File: src/rtl/pct_pkg.sv
package pct_pkg;

  // Outcome of one scheduling decision
  typedef enum logic [1:0] {
    EV_WAIT = 2'd0,  // timer still running
    EV_BIT  = 2'd1,  // emit next bit of current word
    EV_LOAD = 2'd2,  // take next word from the queue
    EV_POLL = 2'd3   // nothing queued, look again later
  } pct_ev_e;

  // Circular index advance for an arbitrary depth
  function automatic int unsigned wrap_next(int unsigned idx, int unsigned depth);
    return (idx == depth - 1) ? 0 : idx + 1;
  endfunction

endpackage

File: src/rtl/pct_fifo.sv
module pct_fifo #(
  parameter int W     = 12,
  parameter int DEPTH = 8,
  localparam int AW   = (DEPTH > 1) ? $clog2(DEPTH) : 1
) (
  input  logic         clk,
  input  logic         rst,
  input  logic         push_req,
  input  logic [W-1:0] push_data,
  input  logic         pop,
  output logic [W-1:0] head_q,
  output logic         empty_q,
  output logic         full_q,
  output logic         empty_nxt
);
  import pct_pkg::*;

  logic [W-1:0]  mem [DEPTH];
  logic [AW-1:0] wr_idx, rd_idx, wr_idx_n, rd_idx_n;
  logic          wr_lap, rd_lap, wr_lap_n, rd_lap_n;
  logic          push, take, full_nxt;

  assign push = push_req & ~full_q;
  assign take = pop & ~empty_q;

  always_comb begin
    wr_idx_n = wr_idx;
    wr_lap_n = wr_lap;
    rd_idx_n = rd_idx;
    rd_lap_n = rd_lap;
    if (push) begin
      wr_idx_n = AW'(wrap_next(32'(wr_idx), DEPTH));
      if (wr_idx == AW'(DEPTH - 1)) wr_lap_n = ~wr_lap;
    end
    if (take) begin
      rd_idx_n = AW'(wrap_next(32'(rd_idx), DEPTH));
      if (rd_idx == AW'(DEPTH - 1)) rd_lap_n = ~rd_lap;
    end
  end

  // equal indices: empty on the same lap, full one lap apart
  assign empty_nxt = (wr_idx_n == rd_idx_n) && (wr_lap_n == rd_lap_n);
  assign full_nxt  = (wr_idx_n == rd_idx_n) && (wr_lap_n != rd_lap_n);

  // storage: single write port, registered read
  always_ff @(posedge clk) begin
    if (push) mem[wr_idx] <= push_data;
    head_q <= mem[rd_idx];
  end

  always_ff @(posedge clk) begin
    if (rst) begin
      wr_idx  <= '0;
      rd_idx  <= '0;
      wr_lap  <= 1'b0;
      rd_lap  <= 1'b0;
      empty_q <= 1'b1;
      full_q  <= 1'b0;
    end else begin
      wr_idx  <= wr_idx_n;
      rd_idx  <= rd_idx_n;
      wr_lap  <= wr_lap_n;
      rd_lap  <= rd_lap_n;
      empty_q <= empty_nxt;
      full_q  <= full_nxt;
    end
  end

endmodule

File: src/rtl/pct_sequencer.sv
module pct_sequencer #(
  parameter int W        = 12,
  parameter int ZERO_CYC = 8,
  parameter int ONE_CYC  = 16,
  parameter int GAP_CYC  = 40,
  parameter int TW       = 6,
  localparam int BW      = $clog2(W + 1)
) (
  input  logic         clk,
  input  logic         rst,
  input  logic         empty_q,
  input  logic [W-1:0] head_q,
  output logic         fire,
  output logic         pop,
  output logic         active_nxt
);
  import pct_pkg::*;

  logic [TW-1:0] tmr;
  logic [BW-1:0] bits_left;
  logic [W-1:0]  shreg;
  logic          fetch;
  logic          active;
  pct_ev_e       ev;

  always_comb begin
    ev = EV_WAIT;
    if (tmr == '0) begin
      if (bits_left != '0)  ev = EV_BIT;
      else if (!empty_q)    ev = EV_LOAD;
      else                  ev = EV_POLL;
    end
  end

  assign fire = (ev == EV_BIT);
  assign pop  = (ev == EV_LOAD);

  always_comb begin
    case (ev)
      EV_LOAD: active_nxt = 1'b1;
      EV_POLL: active_nxt = 1'b0;
      default: active_nxt = active;
    endcase
  end

  always_ff @(posedge clk) begin
    if (rst) begin
      tmr       <= TW'(GAP_CYC - 1);
      bits_left <= '0;
      shreg     <= '0;
      fetch     <= 1'b0;
      active    <= 1'b0;
    end else begin
      active <= active_nxt;
      fetch  <= (ev == EV_LOAD);
      case (ev)
        EV_WAIT: tmr <= tmr - TW'(1);
        EV_BIT: begin
          tmr       <= shreg[W-1] ? TW'(ONE_CYC - 1) : TW'(ZERO_CYC - 1);
          shreg     <= {shreg[W-2:0], 1'b0};
          bits_left <= bits_left - BW'(1);
        end
        EV_LOAD: begin
          tmr       <= TW'(GAP_CYC - 1);
          bits_left <= BW'(W);
        end
        default: tmr <= TW'(GAP_CYC - 1);
      endcase
      // head word arrives one cycle after the pop; no bit is due that soon
      if (fetch) shreg <= head_q;
    end
  end

endmodule

File: src/rtl/pct_pulse.sv
module pct_pulse #(
  parameter int PULSE_CYC = 3,
  localparam int PW       = $clog2(PULSE_CYC + 1)
) (
  input  logic clk,
  input  logic rst,
  input  logic fire,
  output logic line_q
);

  logic [PW-1:0] remain;

  always_ff @(posedge clk) begin
    if (rst) begin
      line_q <= 1'b0;
      remain <= '0;
    end else if (fire) begin
      line_q <= 1'b1;
      remain <= PW'(PULSE_CYC - 1);
    end else if (line_q) begin
      if (remain == '0) line_q <= 1'b0;
      else              remain <= remain - PW'(1);
    end
  end

endmodule

File: src/rtl/pulse_cmd_tx.sv
module pulse_cmd_tx #(
  parameter int WORD_W    = 12,
  parameter int DEPTH     = 8,
  parameter int CLK_HZ    = 250_000_000,
  parameter int PULSE_CYC = CLK_HZ / 4000,
  parameter int ZERO_CYC  = CLK_HZ / 1000,
  parameter int ONE_CYC   = 2 * ZERO_CYC,
  parameter int GAP_CYC   = 30 * ZERO_CYC
) (
  input  logic              clk_i,
  input  logic              rst_i,
  input  logic              wr_en_i,
  input  logic [WORD_W-1:0] wr_data_i,
  output logic              line_o,
  output logic              busy_o,
  output logic              full_o
);

  localparam int TMAX = (GAP_CYC > ONE_CYC) ? GAP_CYC : ONE_CYC;
  localparam int TW   = $clog2(TMAX + 1);

  logic [WORD_W-1:0] head_q;
  logic              empty_q, empty_nxt;
  logic              fire, pop, active_nxt;
  logic              busy_q;

  pct_fifo #(.W(WORD_W), .DEPTH(DEPTH)) u_fifo (
    .clk       (clk_i),
    .rst       (rst_i),
    .push_req  (wr_en_i),
    .push_data (wr_data_i),
    .pop       (pop),
    .head_q    (head_q),
    .empty_q   (empty_q),
    .full_q    (full_o),
    .empty_nxt (empty_nxt)
  );

  pct_sequencer #(
    .W(WORD_W), .ZERO_CYC(ZERO_CYC), .ONE_CYC(ONE_CYC),
    .GAP_CYC(GAP_CYC), .TW(TW)
  ) u_seq (
    .clk        (clk_i),
    .rst        (rst_i),
    .empty_q    (empty_q),
    .head_q     (head_q),
    .fire       (fire),
    .pop        (pop),
    .active_nxt (active_nxt)
  );

  pct_pulse #(.PULSE_CYC(PULSE_CYC)) u_pulse (
    .clk    (clk_i),
    .rst    (rst_i),
    .fire   (fire),
    .line_q (line_o)
  );

  always_ff @(posedge clk_i) begin
    if (rst_i) busy_q <= 1'b0;
    else       busy_q <= active_nxt | ~empty_nxt;
  end

  assign busy_o = busy_q;

endmodule

File: config.mk
export PLATFORM = sky130hd
export DESIGN_NAME = pulse_cmd_tx
export DESIGN_NICKNAME = d
export VERILOG_FILES = /design/src/rtl/pct_pkg.sv /design/src/rtl/pct_fifo.sv /design/src/rtl/pct_sequencer.sv /design/src/rtl/pct_pulse.sv /design/src/rtl/pulse_cmd_tx.sv
export SDC_FILE = /design/constraint.sdc
export NUM_CORES = 1
export LEC_CHECK = 0
export BUFFER_PORTS_ARGS = -buffer_cell sky130_fd_sc_hd__buf_2
export CAP_MARGIN = 10
export CORE_UTILIZATION = 45
export CTS_CLUSTER_DIAMETER = 150
export DETAILED_ROUTE_END_ITERATION = 6
export GPL_TIMING_DRIVEN = 0
export REMOVE_ABC_BUFFERS = 1
export SLEW_MARGIN = 10
export SYNTH_ARGS = -nofsm -noshare
export SYNTH_HDL_FRONTEND = slang
export SYNTH_SLANG_ARGS = --single-unit
File: constraint.sdc
create_clock -name clk_i -period 6.4 [get_ports clk_i]
set_input_delay 0.32 -clock clk_i [delete_from_list [all_inputs] [get_ports clk_i]]
set_output_delay 0.32 -clock clk_i [all_outputs]
set_load 0.01 [all_outputs]
==> results of run 1 <==
worst min-delay path by stage:
stage          slack (ns)                        endpoint  cells past startpoint
5_1_grt              0.14      u_fifo.mem[2][6]$_DFFE_PP_                      1
4_1_cts              0.13      u_fifo.mem[0][2]$_DFFE_PP_                      1
3_3_place_gp         0.44    u_seq.shreg[10]$_SDFFE_PP0P_                      2
6_report             0.15      u_fifo.mem[0][8]$_DFFE_PP_                      1
3_5_place_dp         0.45    u_seq.shreg[10]$_SDFFE_PP0P_                      2
2_1_floorplan        0.39  u_pulse.remain[1]$_SDFFE_PP0P_                      1
per-stage QoR:
step	util, %	instance area, um2	hold WS, ns	instances	setup WS (ns)
2_1_floorplan	-	7110	0.388	515	3.41
3_3_place_gp	48.4	7460	0.438	743	2.85
3_5_place_dp	49.4	7620	0.450	753	2.79
4_1_cts	53.3	8220	0.132	785	2.77
5_1_grt	53.3	8220	0.139	785	2.43
6_report	53.3	8220	0.151	785	2.82
cells in the mapped netlist, drive strengths merged (13+ instances only):
cell / instances / area (um2)
edfxtp: 96 / 2880
dfxtp: 81 / 1620
nor2: 68 / 255
a21oi: 25 / 125
mux4: 24 / 541
nand2: 20 / 75.1
xor2: 19 / 166
mux2i: 18 / 180
clkbuf: 17 / 63.8
xnor2: 16 / 140
nor3: 15 / 75.1
ha: 13 / 163
registers in the layout, summed over array words and instances (netlist names), 3 cells and up:
register	cells
u_fifo.wr_idx	3
u_fifo.rd_idx	3
u_pulse.remain	16
u_seq.shreg	12
u_fifo.mem	96
u_seq.bits_left	4
u_fifo.head_q	12
u_seq.tmr	23
worst max-delay path, cell delays in order, from the launching register on:
cell     delay (ns)
dfxtp_1        0.35
or4_1          0.62
or3_1          0.39
nor3_1         0.24
o21ai_0        0.20
inv_1          0.09
ha_1           0.74
inv_1          0.45
o21a_1         0.32
o21ai_0        0.08
final cells by class:
type                            instances  area, um2
Timing Repair Buffer                   27        199
Fill cell                            1301       7210
Multi-Input combinational cell        326       2600
Clock buffer                           17        425
Inverter                               12       45.0
Tap cell                              211        264
Sequential cell                       177       4510
Clock inverter                         15        178
power by group through the flow:
stage,clock network [uW],logic [uW],registers (uW)
CTS,1050,63.0,1230
global placement,0,55.9,1250
global route,1100,68.7,1230
floorplan,0,30.8,1250
detailed placement,0,62.5,1260
finish,1030,62.0,1230
cells by family after synthesis:
kind of cell             Yosys count  synth area share [%]
flip-flops                       177                  62.4
AND/OR/NAND/NOR                  161                  11.6
AO/OA/AOI/OAI                     63                  5.59
multiplexers                      54                  11.9
XOR/XNOR                          35                  4.25
buffers and inverters             35                  2.03
adder cells (fa/ha/maj)           13                  2.26
metal layers:
metal  share of wire (%)  track usage [%]  vias to the layer above
li1                    -                -                     2040
met2                  49             28.9                       46
met1                  47             21.8                     2073
met5                   0                0                        -
met3                 2.9             5.07                       11
met4                0.94             5.40                        0
==> summary.md, run 1 <==
| Metric | Value |
|---|---|
| Run status | finished clean |
| Sw Ratio | 23.6% |
| Drt via density | 5.31 |
| Post-CTS Setup Repair Bufs | 0 |
| DRC violations left | 0 |
| Overall Global Routing Usage | 17.3% |
| Power Dens Cells | 282 nW/um2 |
| Initial antenna violation count | 0 |
| Global-route congestion overflow total | 0 |
| Final antenna-violating net count | 0 |
| Clock period minus final worst setup slack | 3.58 ns |
| Most instantiated flip-flop cell in the synthesis netlist | edfxtp_1 |
| Insertion delay of the later-clocked pin in the worst-skew pair | 0.43 ns |
| Hold-fix buffer count after cts | 0 |
| Number of H-tree branching levels | 4 |
| Pin count of the biggest net entering global routing | 45 |
| Most common cell after layout, fill and taps aside | edfxtp_1 |
| # rows | 45 |
| Cells after Synth | 538 |
| 1st-iter DRT viols | 227 |
| R2r setup slk | 2.82 ns |
| Maximum root-to-sink buffer count | 2 |
| #FFs+latches synth | 177 |
| Setup Total Neg Slack | 0 ns |
| Maximum fanout along the worst path | 18 |
| Path type of the worst setup path | reg -> reg |
| Leak | 0.00277 uW |
| Mean cell area of the mapped netlist | 13.4 um2 |
| Worst reg2reg endpoint | u_seq.tmr[14]$_SDFF_PP1_ |
| Share of total power in sequential cells | 53.0% |
| YS warnings | 0 |
| Critical Path End | u_seq.tmr[14]$_SDFF_PP1_ |
| Wire length of the first global-routing pass | 21,500 um |
| Power share of the combinational group | 2.7% |
| Startpoint of the worst register-to-register path | u_seq.tmr[15]$_SDFF_PP0_ |
| Detailed Route WL | 12,900 um |
| Area of the die | 16,500 um2 |
| WL per Instance | 16.4 um |
| CTS clock-pin slew for the worst setup and hold paths | 0.07 ns |
| Fraction of layout cells with a size suffix above 1 | 20.2% |
| EDFF count, synth | 96 |
| Final-report setup violation count | 0 |
| Part of the Yosys area used for sequential elements | 62.4% |
| Most frequent cells in the layout | 96 x edfxtp_1, 79 x dfxtp_1, 67 x nor2_1 |
| Vias in the first global route | 4,213 |
| Sinks on the clock net | 177 |
| Unrepaired setup endpoints after global routing | false |
| Synth Cell Area | 7210 um2 |
| Std-Cell Core Area | 15,400 um2 |
| Number of hold violations in the final report | 0 |
| Data arrival time at the worst-slack endpoint | 3.93 ns |
| Drt first pass iters | 4 |
| Count of port buffers added during placement | 17 |
| Clock tree from TritonCTS | built |
| Initial Utilization | 46.8% |
| Sw Pwr | 547 uW |
| Number of max-cap violations | 0 |
| Number of cells upsized or downsized after cts | 0 |
| Die height | 129 um |
| HPWL after DPL | 8580 um |
| Required time at the worst-slack endpoint | 6.75 ns |
| Area added between synthesis and finish | 14.0% |
| Clock share of power | 44.3% |
| Post-layout nets | 589 |
| Worst Hold Class | in -> reg |
| Origin of the worst setup path | u_seq.tmr[15]$_SDFF_PP0_ |
| Number of vias in the routed layout | 4,170 |
| Max Freq | 0.280 GHz |
| Actual slew at the worst max-slew pin | 0.896 ns |
| Period Utilization, post-route | 55.9% |
| Headroom to the max-slew limit | 40.2% |
| Number of distinct standard cells referenced by the synthesized netlist | 53 |
| Origin of the worst min-delay path | wr_data_i[8] |
| Critical path launch point type | flip-flop |
| Total Power Consumption | 2320 uW |
| Cell count of the worst reg-to-reg path | 9 |
| Final slew viol count | 0 |
| Worst voltage drop across the vdd grid | 0.204 mV |
| Worst Setup End Kind | flip-flop |
| Horizontal extent of the die | 129 um |
| Root buffer cell | clkbuf_16 |
| Final weighted congestion in routability-driven placement | 0.792 |
| Number of primary I/O pins | 18 |
| Diodes inserted | 0 |
| Number of buffers created by CTS | 17 |
| Worst-case clock skew | 0.0111 ns |
| Cell internal pwr | 1770 uW |
| Share of flip-flops with an asynchronous set or reset after synthesis | 0% |
Note: power is estimated with default switching activity, not from simulation.
==> inputs of run 2 (changes only) <==
- clock period: 6.4 -> 3.45 ns (I/O delays scaled with it)
==> run 2 against run 1 <==
  * Sequential cell count unchanged
  * Clock power up 85%
  * Power up 86%
  * Register-to-register slack worse by 2.5 ns
==> summary.md, run 2 (synthesis gave the netlist of run 1 again) <==
| Metric | Value |
|---|---|
| Number of primary I/O pins | 18 (unchanged) |
| Run status | finished clean |
| Number of vias in the routed layout | 4,207 (+0.89%) |
| Horizontal extent of the die | 129 um (unchanged) |
| Final core utilization | 54.0% (+0.72 points) |
| Setup slack at placement | -0.155 ns (-2.95 ns) |
| Leak | 0.00281 uW (+1.4%) |
| Wire length of the first global-routing pass | 21,700 um (+0.81%) |
| Largest registers ranked by flip-flop count | u_fifo.mem x96, u_seq.tmr x23, u_pulse.remain x16 |
| Std-Cell Core Area | 15,400 um2 (unchanged) |
| Final weighted congestion in routability-driven placement | 0.792 (unchanged) |
| Sw Ratio | 23.5% (-0.030 points) |
| Root buffer cell | clkbuf_16 |
| Total Power Consumption | 4320 uW (+86%) |
| # rows | 45 (unchanged) |
| Share of total power in sequential cells | 52.9% (about the same) |
| HPWL after DPL | 8580 um (unchanged) |
| Power Dens Cells | 518 nW/um2 (+83%) |
| Most frequent cells in the layout | 96 x edfxtp_1, 79 x dfxtp_1, 67 x nor2_1 |
| Headroom to the max-slew limit | 42.9% (+2.7 points) |
| Fill cell count | 1,291 (-0.77%) |
| Area added between synthesis and finish | 15.5% |
| Final-report setup violation count | 0 (unchanged) |
| Sw Pwr | 1020 uW (+86%) |
| Insertion delay of the later-clocked pin in the worst-skew pair | 0.43 ns (about the same) |
| Drt first pass iters | 4 (unchanged) |
| Worst voltage drop across the vdd grid | 0.380 mV (+86%) |
| Diodes inserted | 0 (unchanged) |
| Startpoint of the worst register-to-register path | u_seq.bits_left[0]$_SDFFE_PP0P_ |
| Initial Utilization | 46.8% (unchanged) |
| Worst Hold Class | in -> reg |
| Clock share of power | 44.2% (about the same) |
| Initial antenna violation count | 0 (unchanged) |
| Area of the die | 16,500 um2 (unchanged) |
| CTS clock-pin slew for the worst setup and hold paths | 0.07 ns (about the same) |
| Overall Global Routing Usage | 17.5% (+0.12 points) |
| Post-layout nets | 598 (+1.5%) |
| Area taken by multi-input logic gates | 2620 um2 (+0.82%) |
| Cell internal pwr | 3300 uW (+86%) |
| Number of cells after detailed placement | 753 (unchanged) |
| Data arrival time at the worst-slack endpoint | 3.52 ns (-0.41 ns) |
| Period Utilization, post-route | 91.8% (+36 points) |
| Power share of the combinational group | 2.9% (+0.2 points) |
| Maximum fanout along the worst path | 6 (-12) |
| Required time at the worst-slack endpoint | 3.80 ns (-2.95 ns) |
| Vias in the first global route | 4,267 (+1.3%) |
| Number of max-cap violations | 0 (unchanged) |
| Clock tree from TritonCTS | built |
| Final slew viol count | 0 (unchanged) |
| Sinks on the clock net | 177 (unchanged) |
| Post-CTS Setup Repair Bufs | 0 (unchanged) |
| Count of port buffers added during placement | 17 (unchanged) |
| Number of buffers created by CTS | 17 (unchanged) |
| Path type of the worst setup path | reg -> reg |
| Final antenna-violating net count | 0 (unchanged) |
| Detailed Route WL | 13,000 um (+0.77%) |
| Smallest setup slack after layout | 0.282 ns (-2.54 ns) |
| WL per Instance | 16.4 um (-0.37%) |
| Hold slack | 0.0233 ns (-0.127 ns) |
| Global-route congestion overflow total | 0 (unchanged) |
| Register name with the most flops | u_fifo.mem |
| Critical path launch point type | flip-flop |
| Unrepaired setup endpoints after global routing | false |
| Most common cell after layout, fill and taps aside | edfxtp_1 |
| Origin of the worst setup path | u_seq.bits_left[0]$_SDFFE_PP0P_ |
| Actual slew at the worst max-slew pin | 0.844 ns (-0.0525 ns) |
| Worst Setup End Kind | flip-flop |
| Clock period minus final worst setup slack | 3.17 ns (-0.408 ns) |
| Max Freq | 0.316 GHz (+13%) |
| Fraction of layout cells with a size suffix above 1 | 20.8% (+0.55 points) |
| Number of hold violations in the final report | 0 (unchanged) |
| Drt via density | 5.30 (-0.26%) |
| Pin count of the biggest net entering global routing | 45 (unchanged) |
| Largest register FFs | 96 (unchanged) |
| DRC violations left | 0 (unchanged) |
| 1st-iter DRT viols | 233 (+2.6%) |
| Maximum root-to-sink buffer count | 2 (unchanged) |
| Worst-case clock skew | 0.0111 ns (+0.0000163 ns) |
| Number of H-tree branching levels | 4 (unchanged) |
| Die height | 129 um (unchanged) |
| Flip-flop and latch area | 4510 um2 (unchanged) |
| Final cell count without fillers | 794 (+1.1%) |
| Origin of the worst min-delay path | wr_data_i[5] |
-- run 2: changes by cell type in the layout (fill, tap and decap cells not counted), sizes merged --
cell / change
dlygate4sd3: +9
-- run 2: per-stage QoR --
| step | setup TNS (ns) | area [um2] |
|---|---|---|
| global route | 0 | 8330 |
| CTS | 0 | 8320 |
| detailed placement | -0.515 | 7620 |
| finish | 0 | 8330 |
| floorplan | 0 | 7110 |
| global placement | -0.381 | 7460 |
-- run 2: worst max-delay path, cell delays in order (launching register included) --
cell and delay (ns):
dfxtp_1 0.34, inv_1 0.09, ha_1 0.14, or3b_2 0.47, and4b_1 0.31, and3_1 0.25
ha_1 0.30, nor2b_2 0.31, mux2i_1 0.30, xor2_1 0.11, nor3_2 0.26, nor3b_1 0.21
-- run 2: path summary, 6_finish.rpt --
check	endpoint	slack [ns]	cells past startpoint
worst max-delay path	u_fifo.full_q$_SDFF_PP0_	0.28	11
worst min-delay path	u_fifo.mem[4][5]$_DFFE_PP_	0.02	1
worst max register to register	u_fifo.full_q$_SDFF_PP0_	0.28	11
worst min register to register	u_seq.shreg[10]$_SDFFE_PP0P_	0.46	2
-- run 2: cell type report --
| cell class | instances | area share [%] |
|---|---|---|
| inverter | 12 | 0.541 |
| tap | 211 | 3.17 |
| timing repair buffer | 36 | 3.47 |
| clock buffer | 17 | 5.11 |
| clock inverter | 15 | 2.13 |
| multi-input combinational | 326 | 31.5 |
| sequential | 177 | 54.1 |
-- run 2: per-layer routing --
layer	GRT usage (%)	part of all wire (%)	up-vias
met3	5.07	3.3	11
met1	21.9	46	2080
met2	29.2	50	57
li1	-	-	2059
met4	5.40	0.93	0
met5	0	0	-
-- run 2: timing repair --
item                                    in CTS  in global routing
hold buffers                                 9                  0
endpoints found under the hold margin       72                  0
gates resized for setup                      2                  4
gates cloned                                 0                  0
endpoints found under the setup margin      11                  6
-- run 2: power groups by stage --
stage          Sequential [uW]  Clock [uW]  Combinational, uW
2_1_floorplan             2320           0               57.2
3_3_place_gp              2330           0                104
3_5_place_dp              2330           0                116
4_1_cts                   2280        1950                125
5_1_grt                   2290        2040                137
6_report                  2280        1910                124
